File: config.mk
export PLATFORM = sky130hd
export DESIGN_NAME = shift_align_unit
export DESIGN_NICKNAME = d
export VERILOG_FILES = /design/src/rtl/sau_pkg.sv /design/src/rtl/sau_shifter.sv /design/src/rtl/sau_load_align.sv /design/src/rtl/sau_store_place.sv /design/src/rtl/shift_align_unit.sv
export SDC_FILE = /design/constraint.sdc
export NUM_CORES = 1
export LEC_CHECK = 0
export BUFFER_PORTS_ARGS = -buffer_cell sky130_fd_sc_hd__clkbuf_2
export CORE_UTILIZATION = 40
export DETAILED_ROUTE_END_ITERATION = 10
export PLACE_DENSITY = 0.65
export SLEW_MARGIN = 5
export SYNTH_ARGS = -nofsm -noshare
export SYNTH_HDL_FRONTEND = slang
export SYNTH_HIERARCHICAL = 1
export SYNTH_SLANG_ARGS = --single-unit
File: constraint.sdc
create_clock -name clk -period 6 [get_ports clk]
set_clock_uncertainty 0.1 [all_clocks]
set_input_delay 0.9 -clock clk [delete_from_list [all_inputs] [get_ports clk]]
set_output_delay 0.9 -clock clk [all_outputs]
set_load 0.02 [all_outputs]
File: src/rtl/sau_pkg.sv
package sau_pkg;

    typedef enum logic [3:0] {
        OP_SLL  = 4'd0,
        OP_SRL  = 4'd1,
        OP_SRA  = 4'd2,
        OP_LDB  = 4'd3,
        OP_LDBU = 4'd4,
        OP_LDH  = 4'd5,
        OP_LDHU = 4'd6,
        OP_LDW  = 4'd7,
        OP_STB  = 4'd8,
        OP_STH  = 4'd9,
        OP_STW  = 4'd10,
        OP_IMMS = 4'd11,
        OP_IMMH = 4'd12
    } op_e;

    typedef enum logic [1:0] {
        SZ_BYTE = 2'd0,
        SZ_HALF = 2'd1,
        SZ_WORD = 2'd2
    } size_e;

    function automatic size_e size_of(op_e op);
        case (op)
            OP_LDB, OP_LDBU, OP_STB: return SZ_BYTE;
            OP_LDH, OP_LDHU, OP_STH: return SZ_HALF;
            default:                 return SZ_WORD;
        endcase
    endfunction

    function automatic logic is_signed_load(op_e op);
        return (op == OP_LDB) || (op == OP_LDH);
    endfunction

endpackage

File: src/rtl/sau_shifter.sv
module sau_shifter #(
    parameter int DATA_W = 32,
    parameter int SHAMT_W = $clog2(DATA_W)
) (
    input  logic [DATA_W-1:0]  d_i,
    input  logic [SHAMT_W-1:0] amt_i,
    input  logic               left_i,
    input  logic               arith_i,
    output logic [DATA_W-1:0]  q_o
);
    localparam logic [DATA_W-1:0] ALL1 = '1;

    logic [SHAMT_W:0][DATA_W-1:0] stg;
    logic fill;

    assign fill   = arith_i & d_i[DATA_W-1];
    assign stg[0] = d_i;

    for (genvar i = 0; i < SHAMT_W; i++) begin : g_stage
        localparam int DIST = 1 << i;
        logic [DATA_W-1:0] moved;
        always_comb begin
            if (left_i)
                moved = stg[i] << DIST;
            else
                moved = (stg[i] >> DIST) | (fill ? ~(ALL1 >> DIST) : '0);
        end
        assign stg[i+1] = amt_i[i] ? moved : stg[i];
    end

    assign q_o = stg[SHAMT_W];
endmodule

File: src/rtl/sau_load_align.sv
module sau_load_align
    import sau_pkg::*;
#(
    parameter int DATA_W = 32,
    localparam int LANES = DATA_W / 8,
    localparam int OFF_W = $clog2(LANES),
    localparam int HALVES = LANES / 2
) (
    input  logic [DATA_W-1:0] d_i,
    input  logic [OFF_W-1:0]  off_i,
    input  size_e             size_i,
    input  logic              sgn_i,
    output logic [DATA_W-1:0] q_o,
    output logic              misalign_o
);
    logic [7:0]  byte_v;
    logic [15:0] half_v;
    logic [OFF_W-2:0] hidx;

    assign hidx   = off_i[OFF_W-1:1];
    assign byte_v = d_i[(LANES-1-int'(off_i))*8 +: 8];
    assign half_v = d_i[(HALVES-1-int'(hidx))*16 +: 16];

    always_comb begin
        q_o        = d_i;
        misalign_o = 1'b0;
        case (size_i)
            SZ_BYTE: q_o = {{(DATA_W-8){sgn_i & byte_v[7]}}, byte_v};
            SZ_HALF: begin
                q_o        = {{(DATA_W-16){sgn_i & half_v[15]}}, half_v};
                misalign_o = off_i[0];
            end
            default: misalign_o = |off_i;
        endcase
    end
endmodule

File: src/rtl/sau_store_place.sv
module sau_store_place
    import sau_pkg::*;
#(
    parameter int DATA_W = 32,
    localparam int LANES = DATA_W / 8,
    localparam int OFF_W = $clog2(LANES)
) (
    input  logic [DATA_W-1:0] d_i,
    input  logic [OFF_W-1:0]  off_i,
    input  size_e             size_i,
    output logic [DATA_W-1:0] q_o,
    output logic [LANES-1:0]  lanes_o,
    output logic              misalign_o
);
    localparam logic [LANES-1:0] TOP1 = LANES'(1) << (LANES-1);
    localparam logic [LANES-1:0] TOP2 = LANES'(3) << (LANES-2);

    always_comb begin
        case (size_i)
            SZ_BYTE: begin
                q_o        = {LANES{d_i[7:0]}};
                misalign_o = 1'b0;
                lanes_o    = TOP1 >> off_i;
            end
            SZ_HALF: begin
                q_o        = {(LANES/2){d_i[15:0]}};
                misalign_o = off_i[0];
                lanes_o    = misalign_o ? '0 : (TOP2 >> off_i);
            end
            default: begin
                q_o        = d_i;
                misalign_o = |off_i;
                lanes_o    = misalign_o ? '0 : '1;
            end
        endcase
    end
endmodule

File: src/rtl/shift_align_unit.sv
module shift_align_unit
    import sau_pkg::*;
#(
    parameter int DATA_W  = 32,
    parameter int IMM_W   = 16,
    parameter bit OUT_REG = 1'b1,
    localparam int SHAMT_W = $clog2(DATA_W),
    localparam int LANES   = DATA_W / 8,
    localparam int OFF_W   = $clog2(LANES)
) (
    input  logic               clk,
    input  logic               rst,
    input  logic [3:0]         op_i,
    input  logic [DATA_W-1:0]  opnd_i,
    input  logic [SHAMT_W-1:0] amt_i,
    input  logic [IMM_W-1:0]   imm_i,
    output logic [DATA_W-1:0]  res_o,
    output logic [LANES-1:0]   lane_en_o,
    output logic               misalign_o
);
    op_e   op;
    size_e sz;
    logic [OFF_W-1:0] off;

    assign op  = op_e'(op_i);
    assign sz  = size_of(op);
    assign off = amt_i[OFF_W-1:0];

    logic [DATA_W-1:0] shf_q, ld_q, st_q;
    logic [LANES-1:0]  st_lanes;
    logic              ld_mis, st_mis;

    sau_shifter #(.DATA_W(DATA_W), .SHAMT_W(SHAMT_W)) u_shf (
        .d_i(opnd_i), .amt_i(amt_i),
        .left_i(op == OP_SLL), .arith_i(op == OP_SRA), .q_o(shf_q)
    );

    sau_load_align #(.DATA_W(DATA_W)) u_ld (
        .d_i(opnd_i), .off_i(off), .size_i(sz), .sgn_i(is_signed_load(op)),
        .q_o(ld_q), .misalign_o(ld_mis)
    );

    sau_store_place #(.DATA_W(DATA_W)) u_st (
        .d_i(opnd_i), .off_i(off), .size_i(sz),
        .q_o(st_q), .lanes_o(st_lanes), .misalign_o(st_mis)
    );

    logic [DATA_W-1:0] res_c;
    logic [LANES-1:0]  lane_c;
    logic              mis_c;

    always_comb begin
        res_c  = '0;
        lane_c = '0;
        mis_c  = 1'b0;
        case (op)
            OP_SLL, OP_SRL, OP_SRA: res_c = shf_q;
            OP_LDB, OP_LDBU, OP_LDH, OP_LDHU, OP_LDW: begin
                res_c = ld_q;
                mis_c = ld_mis;
            end
            OP_STB, OP_STH, OP_STW: begin
                res_c  = st_q;
                lane_c = st_lanes;
                mis_c  = st_mis;
            end
            OP_IMMS: res_c = {{(DATA_W-IMM_W){imm_i[IMM_W-1]}}, imm_i};
            OP_IMMH: res_c = {imm_i, {(DATA_W-IMM_W){1'b0}}};
            default: ;
        endcase
    end

    if (OUT_REG) begin : g_reg
        always_ff @(posedge clk) begin
            if (rst) begin
                res_o      <= '0;
                lane_en_o  <= '0;
                misalign_o <= 1'b0;
            end else begin
                res_o      <= res_c;
                lane_en_o  <= lane_c;
                misalign_o <= mis_c;
            end
        end
    end else begin : g_comb
        assign res_o      = res_c;
        assign lane_en_o  = lane_c;
        assign misalign_o = mis_c;
    end

    p_zero_amt_r2: assert property (@(posedge clk) disable iff (rst)
        ((op == OP_SLL || op == OP_SRL || op == OP_SRA) && amt_i == '0) |-> (shf_q == opnd_i));

    p_sra_sign_r1: assert property (@(posedge clk) disable iff (rst)
        (op == OP_SRA) |-> (shf_q[DATA_W-1] == opnd_i[DATA_W-1]));

    p_byte_lane_r6: assert property (@(posedge clk) disable iff (rst)
        (op == OP_STB) |-> ($countones(lane_c) == 1));

    p_mis_nolane_r9: assert property (@(posedge clk) disable iff (rst)
        mis_c |-> (lane_c == '0));

    p_immh_low_r10: assert property (@(posedge clk) disable iff (rst)
        (op == OP_IMMH) |-> (res_c[DATA_W-IMM_W-1:0] == '0));

    p_store_only_r5: assert property (@(posedge clk) disable iff (rst)
        !(op == OP_STB || op == OP_STH || op == OP_STW) |-> (lane_c == '0));

    if (OUT_REG) begin : g_reg_chk
        p_reset_clear_r11: assert property (@(posedge clk)
            rst |=> (res_o == '0 && lane_en_o == '0 && !misalign_o));
    end
endmodule

==> results.toml <==
[logic_synthesis]
syn_avg_cell_area_um2 = 7.421
synth-seq-cells = 37
synth_xor_area_share_pct = 0.5883
ys_seq_area_share_pct = 9.951
yosysTopAreaCell = "mux2_2"
yosys.area_share.adder_pct = 0
synth-compound-area-share_pct = 34.68
synthArstFlopShare_pct = 0
synth_mux_area_share_pct = 25.00
synth_edf_count = 0
yosys-top-cells-area = "mux2_2 12%, dfxtp_1 10%, mux2i_1 7.4%"
synth.most_common_cell = "nand2_1"
synth_top_family_by_area = "compound AO/OA/AOI/OAI gates"
synth_top_cell_area_share_pct = 11.65
synthesis.nets = 1062
synth_cells = 1003
synth_area_um2 = 7443
synth-simple-area-share_pct = 20.02
yosysWarnings = 6
synth_commonest_cells = "110 x nand2_1, 101 x nor2_1, 84 x a21oi_1"
synth.distinct_cells = 85
ys.flop_type = "dfxtp_1"

[grt]
antenna_found_initial = 0
grt_usage_pct = 33.87
grt_max_degree = 74
overflow = 0
grt_pass1_vias = 7837
grt_pass1_wl_mm = 49.62

[clock_network]
cts_tree = "built"
cts_resized = 0
cts_setup_buffers = 0
h-tree-depth = 2
cts_sinks = 37
cts_inserted_buffers = 5
clkTransAtPathRegs_ps = 60
root_buffer = "clkbuf_16"
cts_buffer_depth = 2
cts_hold_buf = 0

[job]
maxCapViolations = 0

[finish]
drive_above_1_share_pct = 24.88
area_growth_pct = 5.564
antennaDiodeCount = 0
fin_nets = 1083
utilization_pct = 43.45

[worst_setup_path]
crit_arrival_ps = 4720
crit_path_end_kind = "flop"
setup.worst_path.start_class = "primary input"
cpPeakStageDelay_ps = 480
path_max_fanout = 73
crit_type = "primary input to flop"
crit_chain = "clkbuf_2 -> nor4_2 -> buf_12 -> inv_1 -> nand2_1 -> buf_4 -> nor2_1 -> nand2_1 -> nor4b_1 -> o21ai_0 -> mux2_2 -> a222oi_1 -> nor2_1"
critical_path_required_ps = 6060
cpMaxStageDelayCell = "nor4_2"

[floorplan]
die_x_um = 138.4
initial_utilization_pct = 41.16
io_pins = 96
rows = 49
core_area_um2 = 18090
dieArea_um2 = 19160
die_height_um = 138.4

[timing]
slew_headroom_pct = 36.41
hold_violations = 0
tns_ps = 0
tightest_slew_ps = 953.9
fin_ws_ps = 1337
period_share_pct = 77.72
max_freq_mhz = 214.5
rsz0062_at_grt = "no"
setup_viol = 0
min_period_ps = 4663
finalMaxSlewViolations = 0

[place]
hpwl_mm = 24.09
io_buffers = 95
place_congestion = 1.030
pre_cts_ws_ps = 1182

[run_status]
violations = "design-rule violations"
status = "complete, but fails checks"

[routing]
drt-vias-per-instance = 7.030
drc = 8
first_iter_violations = 1543
wirelength_mm = 33.61
via_count = 8816
final_antenna_net_count = 0
drtPass1Iterations = 11
wl_per_cell_um = 26.81

[pwr]
ir_worst_vdd_mv = 0.1190
p_per_area_nw_per_um2 = 156.1
leakage_nw = 2.934

[hold_path]
hp-class = "primary input to flop"
==> cell type report <==
class / instances / area (um2)
timing repair buffer: 115 / 640.6
tap: 229 / 286.5
sequential: 37 / 740.7
fill: 1893 / 10230
inverter: 16 / 60.06
clock buffer: 5 / 125.1
multi-input combinational: 849 / 5987
clock inverter: 3 / 17.52
==> kinds of logic after synthesis <==
| family | Yosys count |
|---|---|
| buffers and inverters | 117 |
| AOI/OAI and AO/OA | 371 |
| muxes | 153 |
| DFF | 37 |
| xor gates and xnor gates | 5 |
| and+or+nand+nor | 320 |
==> flip-flops by register name (all words and copies together), names as in the netlist <==
| signal | cells |
|---|---|
| misalign_o | 1 |
| res_o | 32 |
| lane_en_o | 4 |
==> placed cells by master, fill, tap and decap left out, types with 5 or more instances in the layout <==
master,instances
nand2_1,110
nor2_1,101
clkbuf_2,93
a21oi_1,84
mux2_2,77
mux2i_1,55
o21ai_0,48
a22oi_1,39
dfxtp_1,37
a211oi_1,27
o22ai_1,23
nor3_1,20
buf_4,20
nand3_1,18
a21o_1,17
o221ai_1,17
mux4_2,16
nand2b_1,13
inv_1,13
o21ai_1,12
nand3b_1,11
o211ai_1,11
a211o_1,9
o2bb2ai_1,9
a31oi_1,9
and2_1,8
a222oi_1,8
nor2b_1,6
nor2_2,5
or2_2,5
clkbuf_16,5
o31ai_1,5
==> path summary, 6_finish.rpt <==
| check | start | to | cells past startpoint |
|---|---|---|---|
| worst max-delay path | op_i[2] | res_o[15]$_SDFF_PP0_ | 13 |
| worst min-delay path | imm_i[10] | res_o[10]$_SDFF_PP0_ | 3 |
==> power breakdown <==
part | leakage (nW) | total [W] | internal (W) | switching, W
sequential | 0.303 | 0.000269 | 0.000263 | 0.00000601
clock | 0.0696 | 0.000266 | 0.000152 | 0.000113
combinational | 2.56 | 0.000692 | 0.000241 | 0.000451
total | 2.93 | 0.00123 | 0.000656 | 0.000570
==> worst max-delay path, delay by kind of cell <==
kind,cells,cell delay (ps)
and+or+nand+nor,6,1460
buffers and inverters,4,1240
AOI/OAI and AO/OA,2,680
muxes,1,360
==> metal layers <==
metal  GRT usage (%)  wire, um  vias to the layer above
li1                -         -                     3857
met1           46.91     13370                     4143
met2           48.06     13780                      709
met3           9.110      4718                      107
met4           16.50      1743                        0
met5               0         0                        -
==> stage by stage <==
stage | instances | total power [W] | hold WS [ps] | cell area, um2
6_report | 1254 | 0.001227 | 798.4 | 7858
3_5_place_dp | 1246 | 0.0009346 | 1098 | 7715
3_3_place_gp | 1246 | 0.0009362 | 1091 | 7715
5_1_grt | 1254 | 0.001278 | 804.0 | 7858
2_1_floorplan | 1003 | 0.0007333 | 872.4 | 7443
4_1_cts | 1254 | 0.001197 | 799.1 | 7858
No activity file was read; power rests on OpenSTA's default activity.
